**src/rtl/spi_lm_pkg.sv**
```systemverilog
// Shared constants and helpers for the byte-exchange SPI master.
// Assumes 32-bit registers on word-aligned byte addresses.
package spi_lm_pkg;
    localparam int REG_W     = 32;
    localparam int BYTE_W    = 8;
    localparam int PRE_W     = 5;
    localparam int DIV_W     = 6;
    localparam int RDY_BIT   = 1;
    localparam int SEL_BASE  = 16;
    localparam int PHA_BIT   = 6;
    localparam int POL_BIT   = 7;
    localparam int FLUSH_BIT = 9;

    typedef enum logic [1:0] {
        IDX_CTRL = 2'd0,
        IDX_CFG  = 2'd1,
        IDX_TX   = 2'd2,
        IDX_RX   = 2'd3
    } reg_idx_t;

    // Map a divider code to a period in input clocks (never below 2).
    function automatic logic [DIV_W-1:0] code_to_div(input logic [PRE_W-1:0] code);
        logic [DIV_W-1:0] d;
        if (code[PRE_W-1]) d = {code[PRE_W-2:0], 1'b0};
        else               d = {2'b00, code[PRE_W-2:0]};
        if (d < DIV_W'(2)) d = DIV_W'(2);
        return d;
    endfunction
endpackage

```
**src/rtl/spi_lm_regs.sv**
```systemverilog
// Register file: control (selects, ready), configuration (divider,
// mode, flush), transmit launch and receive byte. Assumes ADDR_W >= 4.
module spi_lm_regs
    import spi_lm_pkg::*;
#(
    parameter int NCS          = 4,
    parameter int FLUSH_CYCLES = 4,
    parameter int ADDR_W       = 4
) (
    input  logic              clk,
    input  logic              rst_n,
    input  logic              bus_wr,
    input  logic [ADDR_W-1:0] bus_addr,
    input  logic [REG_W-1:0]  bus_wdata,
    output logic [REG_W-1:0]  bus_rdata,
    input  logic              ready,
    input  logic              xfer_done,
    input  logic [BYTE_W-1:0] rx_byte,
    output logic              launch,
    output logic [BYTE_W-1:0] tx_byte,
    output logic [NCS-1:0]    sel_en,
    output logic [PRE_W-1:0]  cfg_pre,
    output logic              cfg_pha,
    output logic              cfg_pol,
    output logic              flush_on,
    output logic [BYTE_W-1:0] din_q
);
    localparam int FCW = $clog2(FLUSH_CYCLES + 1);

    reg_idx_t       idx;
    logic           wr_ctrl, wr_cfg, wr_tx;
    logic           flush_start, flush_done;
    logic [FCW-1:0] fl_cnt;
    logic           unused_bits;

    assign idx         = reg_idx_t'(bus_addr[3:2]);
    assign wr_ctrl     = bus_wr && (idx == IDX_CTRL);
    assign wr_cfg      = bus_wr && (idx == IDX_CFG);
    assign wr_tx       = bus_wr && (idx == IDX_TX);
    assign launch      = wr_tx && ready;
    assign tx_byte     = bus_wdata[BYTE_W-1:0];
    assign flush_start = wr_cfg && bus_wdata[FLUSH_BIT] && !flush_on;
    assign flush_done  = flush_on && (fl_cnt == '0);
    assign unused_bits = ^{bus_addr, bus_wdata};

    // Select enables, written through the control register.
    always_ff @(posedge clk) begin
        if (!rst_n)       sel_en <= '0;
        else if (wr_ctrl) sel_en <= bus_wdata[SEL_BASE +: NCS];
    end

    // Divider code and clock mode fields.
    always_ff @(posedge clk) begin
        if (!rst_n) begin
            cfg_pre <= '0;
            cfg_pha <= 1'b0;
            cfg_pol <= 1'b0;
        end else if (wr_cfg) begin
            cfg_pre <= bus_wdata[PRE_W-1:0];
            cfg_pha <= bus_wdata[PHA_BIT];
            cfg_pol <= bus_wdata[POL_BIT];
        end
    end

    // Self-clearing flush command with a fixed duration.
    always_ff @(posedge clk) begin
        if (!rst_n) begin
            flush_on <= 1'b0;
            fl_cnt   <= '0;
        end else if (flush_start) begin
            flush_on <= 1'b1;
            fl_cnt   <= FCW'(FLUSH_CYCLES - 1);
        end else if (flush_done) begin
            flush_on <= 1'b0;
        end else if (flush_on) begin
            fl_cnt   <= fl_cnt - 1'b1;
        end
    end

    // Receive byte: cleared by flush, loaded on exchange completion.
    always_ff @(posedge clk) begin
        if (!rst_n)         din_q <= '0;
        else if (flush_done) din_q <= '0;
        else if (xfer_done)  din_q <= rx_byte;
    end

    // Read multiplexer.
    always_comb begin
        bus_rdata = '0;
        case (idx)
            IDX_CTRL: begin
                bus_rdata[SEL_BASE +: NCS] = sel_en;
                bus_rdata[RDY_BIT]         = ready;
            end
            IDX_CFG: begin
                bus_rdata[PRE_W-1:0] = cfg_pre;
                bus_rdata[PHA_BIT]   = cfg_pha;
                bus_rdata[POL_BIT]   = cfg_pol;
                bus_rdata[FLUSH_BIT] = flush_on;
            end
            IDX_RX:  bus_rdata[BYTE_W-1:0] = din_q;
            default: bus_rdata = '0;
        endcase
    end
endmodule

```
**src/rtl/spi_lm_sclkgen.sv**
```systemverilog
// Serial clock generator: while run is high, makes SCLK periods of
// code_to_div(pre) cycles, idle-level half first, and flags each edge.
// Assumes run drops the cycle after the last trailing edge.
module spi_lm_sclkgen
    import spi_lm_pkg::*;
(
    input  logic             clk,
    input  logic             rst_n,
    input  logic             run,
    input  logic [PRE_W-1:0] pre,
    input  logic             pol,
    output logic             lead,
    output logic             trail,
    output logic             sclk
);
    logic [DIV_W-1:0] div, half_idle, half_act, cnt;
    logic             lvl;

    assign div       = code_to_div(pre);
    assign half_act  = div >> 1;
    assign half_idle = div - half_act;
    assign lead      = run && !lvl && (cnt == half_idle - 1'b1);
    assign trail     = run &&  lvl && (cnt == half_act  - 1'b1);
    assign sclk      = lvl ^ pol;

    // Half-period counter and active-level flag.
    always_ff @(posedge clk) begin
        if (!rst_n || !run) begin
            cnt <= '0;
            lvl <= 1'b0;
        end else if (lead) begin
            cnt <= '0;
            lvl <= 1'b1;
        end else if (trail) begin
            cnt <= '0;
            lvl <= 1'b0;
        end else begin
            cnt <= cnt + 1'b1;
        end
    end
endmodule

```
**src/rtl/spi_lm_shifter.sv**
```systemverilog
// Byte shift engine, MSB first. Phase 0: sample on leading, change on
// trailing. Phase 1: launch on leading, sample on trailing. Assumes
// launch only arrives while idle.
module spi_lm_shifter
    import spi_lm_pkg::*;
(
    input  logic              clk,
    input  logic              rst_n,
    input  logic              launch,
    input  logic [BYTE_W-1:0] tx_byte,
    input  logic              pha,
    input  logic              lead,
    input  logic              trail,
    input  logic              miso,
    output logic              busy,
    output logic              mosi,
    output logic              done,
    output logic [BYTE_W-1:0] rx_byte
);
    localparam int CW = $clog2(BYTE_W);

    logic [BYTE_W-1:0] sh;
    logic [CW-1:0]     nbit;
    logic              last;

    assign last    = (nbit == CW'(BYTE_W - 1));
    assign done    = busy && trail && last;
    assign rx_byte = pha ? {sh[BYTE_W-2:0], miso} : sh;

    // Shift register, bit counter, busy flag and MOSI launch.
    always_ff @(posedge clk) begin
        if (!rst_n) begin
            busy <= 1'b0;
            sh   <= '0;
            nbit <= '0;
            mosi <= 1'b0;
        end else if (launch) begin
            busy <= 1'b1;
            sh   <= tx_byte;
            nbit <= '0;
            if (!pha) mosi <= tx_byte[BYTE_W-1];
        end else if (busy && lead) begin
            if (pha) mosi <= sh[BYTE_W-1];
            else     sh   <= {sh[BYTE_W-2:0], miso};
        end else if (busy && trail) begin
            if (pha)        sh   <= {sh[BYTE_W-2:0], miso};
            else if (!last) mosi <= sh[BYTE_W-1];
            nbit <= nbit + 1'b1;
            if (last) busy <= 1'b0;
        end
    end
endmodule

```
**src/rtl/spi_legacy_master.sv**
```systemverilog
// Top: register-driven SPI master exchanging one byte per transmit
// write. Assumes the bus never writes the configuration mid-exchange.
module spi_legacy_master
    import spi_lm_pkg::*;
#(
    parameter int NCS          = 4,
    parameter int FLUSH_CYCLES = 4,
    parameter int ADDR_W       = 4
) (
    input  logic              clk,
    input  logic              rst_n,
    input  logic              bus_wr,
    input  logic [ADDR_W-1:0] bus_addr,
    input  logic [REG_W-1:0]  bus_wdata,
    output logic [REG_W-1:0]  bus_rdata,
    output logic              sclk,
    output logic              mosi,
    input  logic              miso,
    output logic [NCS-1:0]    cs_n
);
    logic              rdy, busy, launch, done, lead, trail;
    logic              cfg_pha, cfg_pol, flush_on;
    logic [PRE_W-1:0]  cfg_pre;
    logic [NCS-1:0]    sel_en;
    logic [BYTE_W-1:0] tx_byte, rx_byte, din_q;

    assign rdy  = !busy;
    assign cs_n = ~sel_en;

    spi_lm_regs #(
        .NCS(NCS), .FLUSH_CYCLES(FLUSH_CYCLES), .ADDR_W(ADDR_W)
    ) u_regs (
        .clk(clk), .rst_n(rst_n), .bus_wr(bus_wr), .bus_addr(bus_addr),
        .bus_wdata(bus_wdata), .bus_rdata(bus_rdata), .ready(rdy),
        .xfer_done(done), .rx_byte(rx_byte), .launch(launch),
        .tx_byte(tx_byte), .sel_en(sel_en), .cfg_pre(cfg_pre),
        .cfg_pha(cfg_pha), .cfg_pol(cfg_pol), .flush_on(flush_on),
        .din_q(din_q)
    );

    spi_lm_sclkgen u_clkgen (
        .clk(clk), .rst_n(rst_n), .run(busy), .pre(cfg_pre),
        .pol(cfg_pol), .lead(lead), .trail(trail), .sclk(sclk)
    );

    spi_lm_shifter u_shift (
        .clk(clk), .rst_n(rst_n), .launch(launch), .tx_byte(tx_byte),
        .pha(cfg_pha), .lead(lead), .trail(trail), .miso(miso),
        .busy(busy), .mosi(mosi), .done(done), .rx_byte(rx_byte)
    );
endmodule

```
**config.mk**
```make
export PLATFORM = sky130hd
export DESIGN_NAME = spi_legacy_master
export DESIGN_NICKNAME = d
export VERILOG_FILES = /design/src/rtl/spi_lm_pkg.sv /design/src/rtl/spi_lm_regs.sv /design/src/rtl/spi_lm_sclkgen.sv /design/src/rtl/spi_lm_shifter.sv /design/src/rtl/spi_legacy_master.sv
export SDC_FILE = /design/constraint.sdc
export NUM_CORES = 1
export LEC_CHECK = 0
export ABC_AREA = 1
export BUFFER_PORTS_ARGS = -buffer_cell sky130_fd_sc_hd__buf_2
export CAP_MARGIN = 20
export CORE_MARGIN = 2
export CORE_UTILIZATION = 48
export CTS_CLUSTER_DIAMETER = 60
export DETAILED_ROUTE_END_ITERATION = 12
export PLACE_DENSITY = 0.79
export SLEW_MARGIN = 10
export SYNTH_ARGS = -nofsm -noshare
export SYNTH_HDL_FRONTEND = slang
export SYNTH_SLANG_ARGS = --single-unit
export TNS_END_PERCENT = 50
```
**constraint.sdc**
```tcl
create_clock -name clk -period 2.9 [get_ports clk]
set_clock_uncertainty 0.05 [all_clocks]
set_input_delay 0.29 -clock clk [delete_from_list [all_inputs] [get_ports clk]]
set_output_delay 0.29 -clock clk [all_outputs]
set_load 0.02 [all_outputs]
```
==> reports/metrics.cfg, run 1 <==
[power_and_ir_drop]
power.density_nw_per_um2=410.1
total_power_mw=1.427
leakagePower_nw=1.670
vdd_drop_max_mv=0.3445

[placement]
hpwl_um=5399
dp_cells=550
gp_congestion=0.9142
portBuffers=37

[logic_synthesis]
ys_seq_area_share_pct=29.15
synth_compound_area_share_pct=14.15
ys_types=42
synth_fa_ha_area_share_pct=6.186
synth_top_family_by_area=simple AND/OR/NAND/NOR gates
ys_warn_count=0
yosys.area_share.xor_xnor_pct=3.814
yosys_register_bits=43
syn_avg_cell_area_sq_um=6.883
yosys.area.top_type_share_pct=29.15
async_flop_share_pct=0
yosys.area_share.simple_pct=32.25
synth.top_cells.by_area=dfxtp_1, nand2_1, nor2_1
muxShareOfSynthArea_pct=0
netlist_instances=429
synth.cell_area_sq_um=2953
synth_edf_count=0
yosys.area.top_type=dfxtp_1
ys.flop_type=dfxtp_1

[clock_network]
worstSkewPairLatency_ns=0.30
cts_tree=yes
clock_path_buffers=2
root_buffer=clkbuf_8
cts_made_buffers=5
cts_hold_buffers=0
h-tree-depth=2
path_clk_slew_ns=0.08
numClockSinks=43

[finish]
multi_input_area_sq_um=1770
diodes=0
areaGrowthSynthToFinish_pct=17.84
nets=542
fin_util_pct=58.77
drive_above_1_share_pct=24.18
fin_cells=563
n_fill_cell=550
regArea_sq_um=862.1

[setup_path]
crit_slowest_cell=fa_1
critPathTopFamily=simple AND/OR/NAND/NOR gates
startpoint_type=flop
path_class=reg2reg
cpPeakStageDelay_ns=0.52
arrival_ns=3.20
worstPathMaxFanout=8
worstPathRequired_ns=3.04
critPathCaptureType=flop
worst-path-buf-inv=5
crit_chain=buf_6, nand2_4, nand2_4, inv_2, nand2_4, o211ai_1, inv_1, ha_2, fa_1, nor2_1, nor3b_1, nand4_1, nor2_4, nand3_4, o21ai_4, buf_12, inv_8, nor2_1, nor2_1

[route]
routed_wl_um=7270
wire_per_inst_um=12.91
ant_nets=0
drc=0
first_pass_iters=5
vias_per_cell=5.160
drt_iter0_markers=176
num_vias=2905

[timing]
hold_viol=0
fin_ws_ns=-0.1551
relSlewSlack_pct=56.46
period_minus_slack_ns=3.055
fmax_ghz=0.3273
slew_violations=0
finalSetupTns_ns=-0.8745
setup_viol=9
post-route-period-util_pct=105.3
tightest_slew_ns=0.6522
rsz0062_at_grt=true

[floorplan]
die_w_um=82.43
initial_core_util_pct=49.87
io_pins=78
core.rowCount=28
dieArea_sq_um=6795
coreArea_sq_um=5921
die_y_um=82.43

[global_routing]
grt-ovfl-total=0
grt_usage_pct=22.70
grt_pass1_wl_um=11900
antenna_found_initial=0
grt_max_degree=25
first_global_vias=2644

[run]
drv_cap=0

[outcome]
status=finished, violations left
violations=negative setup slack

[hold_path]
holdCritPathClass=in2reg

-- stage by stage --
step           hold WS, ns  worst slack [ns]  cell area (sq um)
2_1_floorplan       0.3784          0.009708               3030
5_1_grt             0.2421           -0.3349               3480
6_report            0.2204           -0.1551               3480
3_3_place_gp        0.4047         0.0008344               3277
3_5_place_dp        0.4142          -0.08495               3277
4_1_cts             0.2246           -0.1267               3472
-- state kept, by name, summed over array words and instances (netlist names) --
signal and flops:
u_regs.fl_cnt 3, u_shift.sh 8, u_regs.flush_on 1, u_regs.sel_en 4, u_regs.din_q 8, u_clkgen.lvl 1
u_regs.cfg_pha 1, u_shift.busy 1, u_clkgen.cnt 6, u_regs.cfg_pre 5, u_shift.mosi 1, u_shift.nbit 3
u_regs.cfg_pol 1
-- Yosys cell counts (2+ instances only) --
cell type   n
and3_1      2
inv_2       6
nor2_1     48
xor2_2      2
o21ai_1     8
dfxtp_1    43
inv_1      46
nand4_1    10
nand3_2     3
inv_4       2
a21oi_1    27
nand3_4     2
o21ai_0    34
nand2_4     5
nand2_2     6
xor2_1      5
ha_1       13
or2_2       2
nor3_1      2
a211oi_1    2
nand3_1    24
nor2_4      2
buf_6       3
buf_4      19
clkbuf_1    8
nand2_1    89
-- tightest hold or removal path, cell delays in order --
cell     delay, ns
buf_2         0.07
o21ai_0       0.07
a21oi_1       0.10
-- metal layers --
layer	share of wire [%]	up-vias	track usage [%]
li1	-	1458	-
met1	44	1328	29.36
met2	47	104	37.98
met3	7.3	15	5.000
met4	1.9	0	6.333
met5	0	-	0
-- layout by cell type (no fill, tap or decap), types with 2 or more instances in the layout --
master    instances
a211oi_1          2
a21oi_1          27
and3_1            2
buf_12            2
buf_2            37
buf_4            23
buf_6             2
clkbuf_8          6
clkinv_2          2
conb_1           19
dfxtp_1          42
ha_1             12
inv_1            46
inv_2             6
nand2_1          88
nand2_2           6
nand2_4           6
nand3_1          24
nand3_2           2
nand3_4           3
nand4_1          10
nor2_1           43
nor2_2            6
nor2_4            2
nor3_1            2
o21ai_0          34
o21ai_1           7
o21ai_2           2
or2_2             2
xor2_1            5
xor2_2            2
-- timing repair --
action | in CTS | in global routing
buffers inserted | 5 | 0
setup endpoints to repair | 9 | 16
cloned | 1 | 0
gates resized for setup | 12 | 1
pin swaps | 0 | 1
-- kinds of logic (layout without fill, tap and decap cells) --
logic type,Yosys count,count (layout)
and+or+nand+nor,199,199
buffers and inverters,86,127
AOI/OAI and AO/OA,77,77
DFF,43,43
adders and majority gates,14,14
xor gates and xnor gates,9,9
other,1,19
-- power breakdown --
part | internal (mW) | switching [mW] | leakage (nW)
Combinational | 0.152 | 0.254 | 1.27
Clock | 0.187 | 0.205 | 0.0470
Sequential | 0.611 | 0.0178 | 0.350
-- worst paths after layout --
path,from,to,slack (ns),cells after the start
setup / recovery,u_regs.cfg_pre[4],u_shift.sh[1],-0.16,19
hold / removal,bus_wdata[18],u_regs.sel_en[2],0.22,3
setup reg to reg,u_regs.cfg_pre[4],u_shift.sh[1],-0.16,19
hold reg to reg,u_regs.sel_en[2],u_regs.sel_en[2],0.43,2
-- cell type report --
| cell class | count | area share (%) |
|---|---|---|
| tap | 75 | 2.697 |
| inverter | 55 | 6.257 |
| multi-input combinational | 318 | 50.88 |
| clock buffer | 6 | 2.373 |
| timing repair buffer | 65 | 12.87 |
| sequential | 43 | 24.78 |
| clock inverter | 1 | 0.1438 |
Power figures use the tool's default switching activity.
==> inputs of run 2 (changes only) <==
Settings changed: CORE_MARGIN 2 to default.
==> run 2 against run 1 <==
  * The flow still finishes with violations (negative setup slack)
  * Utilization decreased by 1.7 points
  * Register-to-register slack better by 0.13 ns
  * Total power fell by 2.2%
  * Die area is 4.8% lower
  * Critical path type unchanged
  * Highest routed layer unchanged
==> reports/metrics.cfg, run 2 (same netlist as run 1, synthesis figures left out) <==
[outcome]
status=finished, violations left
violations=negative setup slack

[floorplan]
io_pins=78
die_y_um=80.43
initial_core_util_pct=49.87
dieArea_sq_um=6469
die_w_um=80.43
coreArea_sq_um=5921
core.rowCount=28

[route]
drt_iter0_markers=136
num_vias=2798
drc=0
routed_wl_um=6645
wire_per_inst_um=11.93
ant_nets=0
first_pass_iters=4
vias_per_cell=5.023

[global_routing]
first_global_vias=2425
antenna_found_initial=0
grt_max_degree=25
grt_pass1_wl_um=10990
grt_usage_pct=21.97
grt-ovfl-total=0

[setup_path]
r2r-start=u_regs.cfg_pre[4]
startpoint=u_regs.cfg_pre[4]
startpoint_type=flop
critPathCaptureType=flop
worstPathRequired_ns=3.09
r2r_slack_ns=-0.02
worstPathMaxFanout=6
arrival_ns=3.11
path_class=reg2reg
reg2reg_depth=16
regToRegEndpoint=u_shift.sh[7]

[hold_path]
hold_depth=3
holdCritPathClass=in2reg
whs_endpoint=u_regs.sel_en[0]
min-delay-start=bus_wdata[16]

[clock_network]
worstSkewPairLatency_ns=0.30
numClockSinks=43
clock_path_buffers=2
h-tree-depth=2
cts_hold_buffers=0
path_clk_slew_ns=0.08
cts_tree=yes
cts_made_buffers=5
root_buffer=clkbuf_8

[timing]
hold_viol=0
relSlewSlack_pct=59.89
period_minus_slack_ns=2.925
slew_violations=0
rsz0062_at_grt=true
fmax_ghz=0.3419
fin_ws_ns=-0.02487
post-route-period-util_pct=100.9
setup_viol=5
tightest_slew_ns=0.6009

[placement]
placed_cell_area_sq_um=3257
portBuffers=37
gp_congestion=0.8972
hpwl_um=5175

[run]
drv_cap=0

[finish]
multi_input_area_sq_um=1754
n_fill_cell=573
drive_above_1_share_pct=22.82
final_common_cell=nand2_1
nets=536
layout_common_cells=nand2_1, nor2_1, inv_1
areaGrowthSynthToFinish_pct=14.36
final_area_sq_um=3377
largestRegisters=u_regs.din_q x8, u_shift.sh x8, u_clkgen.cnt x6
diodes=0
regArea_sq_um=864.6

[power_and_ir_drop]
p_switching_mw=0.4611
power.density_nw_per_um2=413.2
total_power_mw=1.396
p_int_mw=0.9345
clock_power_share_pct=27.8
combPwrFrac_pct=27.2
vdd_drop_max_mv=0.2972
swShare_pct=33.04
p_seq_share_pct=45.0
leakagePower_nw=1.632

-- run 2: how the worst max path moves through the flow --
stage / end / slack [ns] / cells after the start
2_1_floorplan: u_shift.sh[0] / 0.01 / 18
3_3_place_gp: u_shift.sh[5] / -0.03 / 15
5_1_grt: u_shift.sh[1] / -0.22 / 16
3_5_place_dp: u_shift.sh[3] / -0.13 / 16
4_1_cts: u_shift.sh[1] / -0.03 / 16
6_report: u_shift.sh[7] / -0.02 / 16
-- run 2: metrics by stage --
stage	std cells	TNS, ns	hold WS, ns	util (%)	setup WS, ns
final	557	-0.05867	0.2290	57.04	-0.02487
after detailed placement	549	-1.044	0.4124	55.01	-0.1302
after floorplan	447	0	0.3784	-	0.009708
after CTS	557	-0.1318	0.2211	56.85	-0.03028
after global routing	557	-2.143	0.2378	57.04	-0.2242
after global placement	549	-0.2060	0.4060	55.01	-0.03275
-- run 2: timing repair --
action / 4_1_cts / 5_1_grt
setup buffers: 1 / 0
resized for setup: 7 / 3
pin swaps: 0 / 5
endpoints found under the setup margin: 15 / 15
-- run 2: worst max-delay path: stages (launching register included) --
cell and delay (ns):
dfxtp_4 0.38, buf_4 0.16, nand2_1 0.08, o21ai_2 0.08, nand2_4 0.09, inv_1 0.06
ha_2 0.19, fa_1 0.50, nor2_1 0.07, nor3b_2 0.15, nand4_1 0.15, nor2_4 0.19
nand3_4 0.10, o21ai_4 0.28, buf_4 0.16, o21ai_1 0.05, nor2_1 0.11
-- run 2: cell type report --
type                            instances  share of cell area, %
Clock inverter                          1                 0.1482
Sequential cell                        43                  25.60
Timing Repair Buffer                   59                  10.71
Clock buffer                            6                  2.445
Multi-Input combinational cell        318                  51.95
Inverter                               55                  6.373
Tap cell                               75                  2.779
-- run 2: layer usage --
layer	global-route usage (%)	up-vias	routed length, um
li1	-	1449	-
met1	28.57	1246	2991
met2	35.59	88	3161
met3	4.091	15	348
met4	8.571	0	143
met5	0	-	0
-- run 2: power by group through the flow --
stage	sequential, mW	clock [mW]	combinational (mW)
final	0.628	0.389	0.379
after global routing	0.630	0.426	0.421
after CTS	0.627	0.395	0.376
after detailed placement	0.641	0	0.371
after global placement	0.641	0	0.360
after floorplan	0.636	0	0.291
==> inputs of run 3 (changes only) <==
Settings changed: PLACE_DENSITY 0.79 to default, PLACE_DENSITY_LB_ADDON from default to 0.12.
==> run 3 against run 2 <==
  * The run now ends clean
  * Critical endpoint is now u_shift.sh[1]
  * Utilization up 0.82 points
  * Clock power increased by 19%
  * Sequential share of layout area is 0.29 points lower
  * Via count shrank 1.3%
  * Final area rose by 1.4%
  * Setup slack gained 0.036 ns
  * Global-route usage up 0.16 points
  * Total power up 5.3%
  * Sequential power barely moved
==> reports/metrics.cfg, run 3 (same netlist as run 1, synthesis figures left out) <==
[outcome]
status=complete, no violations

[power_and_ir_drop]
vdd_drop_max_mv=0.3316
power.density_nw_per_um2=429.0
leakagePower_nw=1.635

[timing]
rsz0062_at_grt=true
slew_violations=0
timing.hold.ws_ns=0.2290
relSlewSlack_pct=59.17
finalSetupTns_ns=0
hold_viol=0
period_minus_slack_ns=2.889
setup_viol=0
tightest_slew_ns=0.6117
post-route-period-util_pct=99.62
fmax_ghz=0.3461

[route]
drc=0
first_pass_iters=4
vias_per_cell=4.961
ant_nets=0
routed_wl_um=6791
wire_per_inst_um=12.19
drt_iter0_markers=95
num_vias=2763

[clock_network]
cts_made_buffers=5
numClockSinks=43
worstSkewPairLatency_ns=0.30
cts_tree=yes
root_buffer=clkbuf_8
path_clk_slew_ns=0.08
clock_path_buffers=2
h-tree-depth=2
cts_hold_buffers=0

[setup_path]
cp_common_cell=nor2_1
path_class=reg2reg
worstPathMaxFanout=6
r2r_slack_ns=0.01
crit_cells=16
startpoint=u_regs.cfg_pre[4]
worst-path-buf-inv=3
critPathTopFamily=simple AND/OR/NAND/NOR gates
crit_chain=buf_4, nand2_1, o21ai_2, nand2_4, inv_1, ha_4, fa_1, nor2_1, nor3b_2, nand4_1, nor2_4, nand3_4, o21ai_4, buf_12, o21ai_1, nor2_1
reg2reg_depth=16
r2r-start=u_regs.cfg_pre[4]
crit_slowest_cell=fa_1
arrival_ns=3.08
crit_path_end=u_shift.sh[1]
worstPathRequired_ns=3.09
regToRegEndpoint=u_shift.sh[1]
cpPeakStageDelay_ns=0.51
critPathCaptureType=flop
startpoint_type=flop

[hold_path]
holdCritPathClass=in2reg

[global_routing]
grt_max_degree=25
grt_pass1_wl_um=10970
grt-ovfl-total=0
first_global_vias=2363
antenna_found_initial=0
grt_usage_pct=22.12

[finish]
layout_common_cells=nand2_1, nor2_1, inv_1
diodes=0
drive_above_1_share_pct=24.07
areaGrowthSynthToFinish_pct=16.02
final_common_cell=nand2_1
largestRegisters=u_regs.din_q x8, u_shift.sh x8, u_clkgen.cnt x6
nets=536

[floorplan]
initial_core_util_pct=49.87
die_w_um=80.43
io_pins=78
die_y_um=80.43
coreArea_sq_um=5921
dieArea_sq_um=6469
core.rowCount=28

[placement]
gp_congestion=0.8119
portBuffers=37
hpwl_um=5219

[run]
drv_cap=0

## run 3: changes by cell type in the layout (fill, tap and decap cells not counted), sizes merged
cell	before	now
bufinv	0	1
clkbuf	6	5
clkinv	2	1
clkinvlp	0	1
## run 3: metrics by stage
stage | power, mW | std cells | util [%] | setup WS, ns | area (sq um)
after floorplan | 0.9269 | 447 | - | 0.009708 | 3030
after global placement | 1.007 | 549 | 55.22 | -0.07282 | 3269
after detailed placement | 1.011 | 549 | 55.22 | -0.09879 | 3269
after CTS | 1.473 | 556 | 57.10 | 0.002256 | 3381
after global routing | 1.556 | 557 | 57.86 | -0.1789 | 3426
final | 1.470 | 557 | 57.86 | 0.01093 | 3426
## run 3: worst reg2reg max path, cell delays in order (launching register included)
cell and delay (ns):
dfxtp_4 0.38, buf_4 0.15, nand2_1 0.08, o21ai_2 0.08, nand2_4 0.09, inv_1 0.08
ha_4 0.17, fa_1 0.51, nor2_1 0.07, nor3b_2 0.17, nand4_1 0.16, nor2_4 0.19
nand3_4 0.10, o21ai_4 0.22, buf_12 0.15, o21ai_1 0.05, nor2_1 0.12
## run 3: worst min-delay path by stage
stage,from,endpoint,cells past startpoint
3_3_place_gp,u_shift.nbit[1],u_shift.nbit[1],2
6_report,bus_wdata[18],u_regs.sel_en[2],3
4_1_cts,bus_wdata[17],u_regs.sel_en[1],3
5_1_grt,bus_wdata[17],u_regs.sel_en[1],3
2_1_floorplan,rst_n,u_regs.cfg_pha,2
3_5_place_dp,u_shift.nbit[1],u_shift.nbit[1],2
## run 3: where the power goes
group	internal, mW	switching, mW	leakage [nW]	total [mW]
Sequential	0.610	0.0191	0.351	0.630
Combinational	0.139	0.240	1.23	0.379
Clock	0.252	0.209	0.0502	0.461
Total	1.00	0.468	1.64	1.47
## run 3: repair_timing
| item | CTS | global route |
|---|---|---|
| endpoints found under the setup margin | 9 | 15 |
| pin swaps | 0 | 2 |
| buffers inserted | 0 | 1 |
| gates resized for setup | 4 | 10 |
| endpoints found under the hold margin | 0 | 0 |
## run 3: layer usage
| metal | part of all wire, % | wire [um] | track usage (%) |
|---|---|---|---|
| met2 | 47 | 3179 | 36.10 |
| met3 | 3.2 | 217 | 3.636 |
| met1 | 49 | 3320 | 29.70 |
| met5 | 0 | 0 | 0 |
| met4 | 1.1 | 74 | 6.429 |
## run 3: cell type report
| cell class | instances | area [sq um] |
|---|---|---|
| well taps | 75 | 93.84 |
| clock buffers | 5 | 68.82 |
| inverters | 55 | 212.7 |
| repair buffers | 59 | 362.8 |
| flip-flops and latches | 43 | 867.1 |
| clock inverters | 2 | 37.54 |
| multi-input cells | 318 | 1783 |
| fillers | 583 | 2495 |
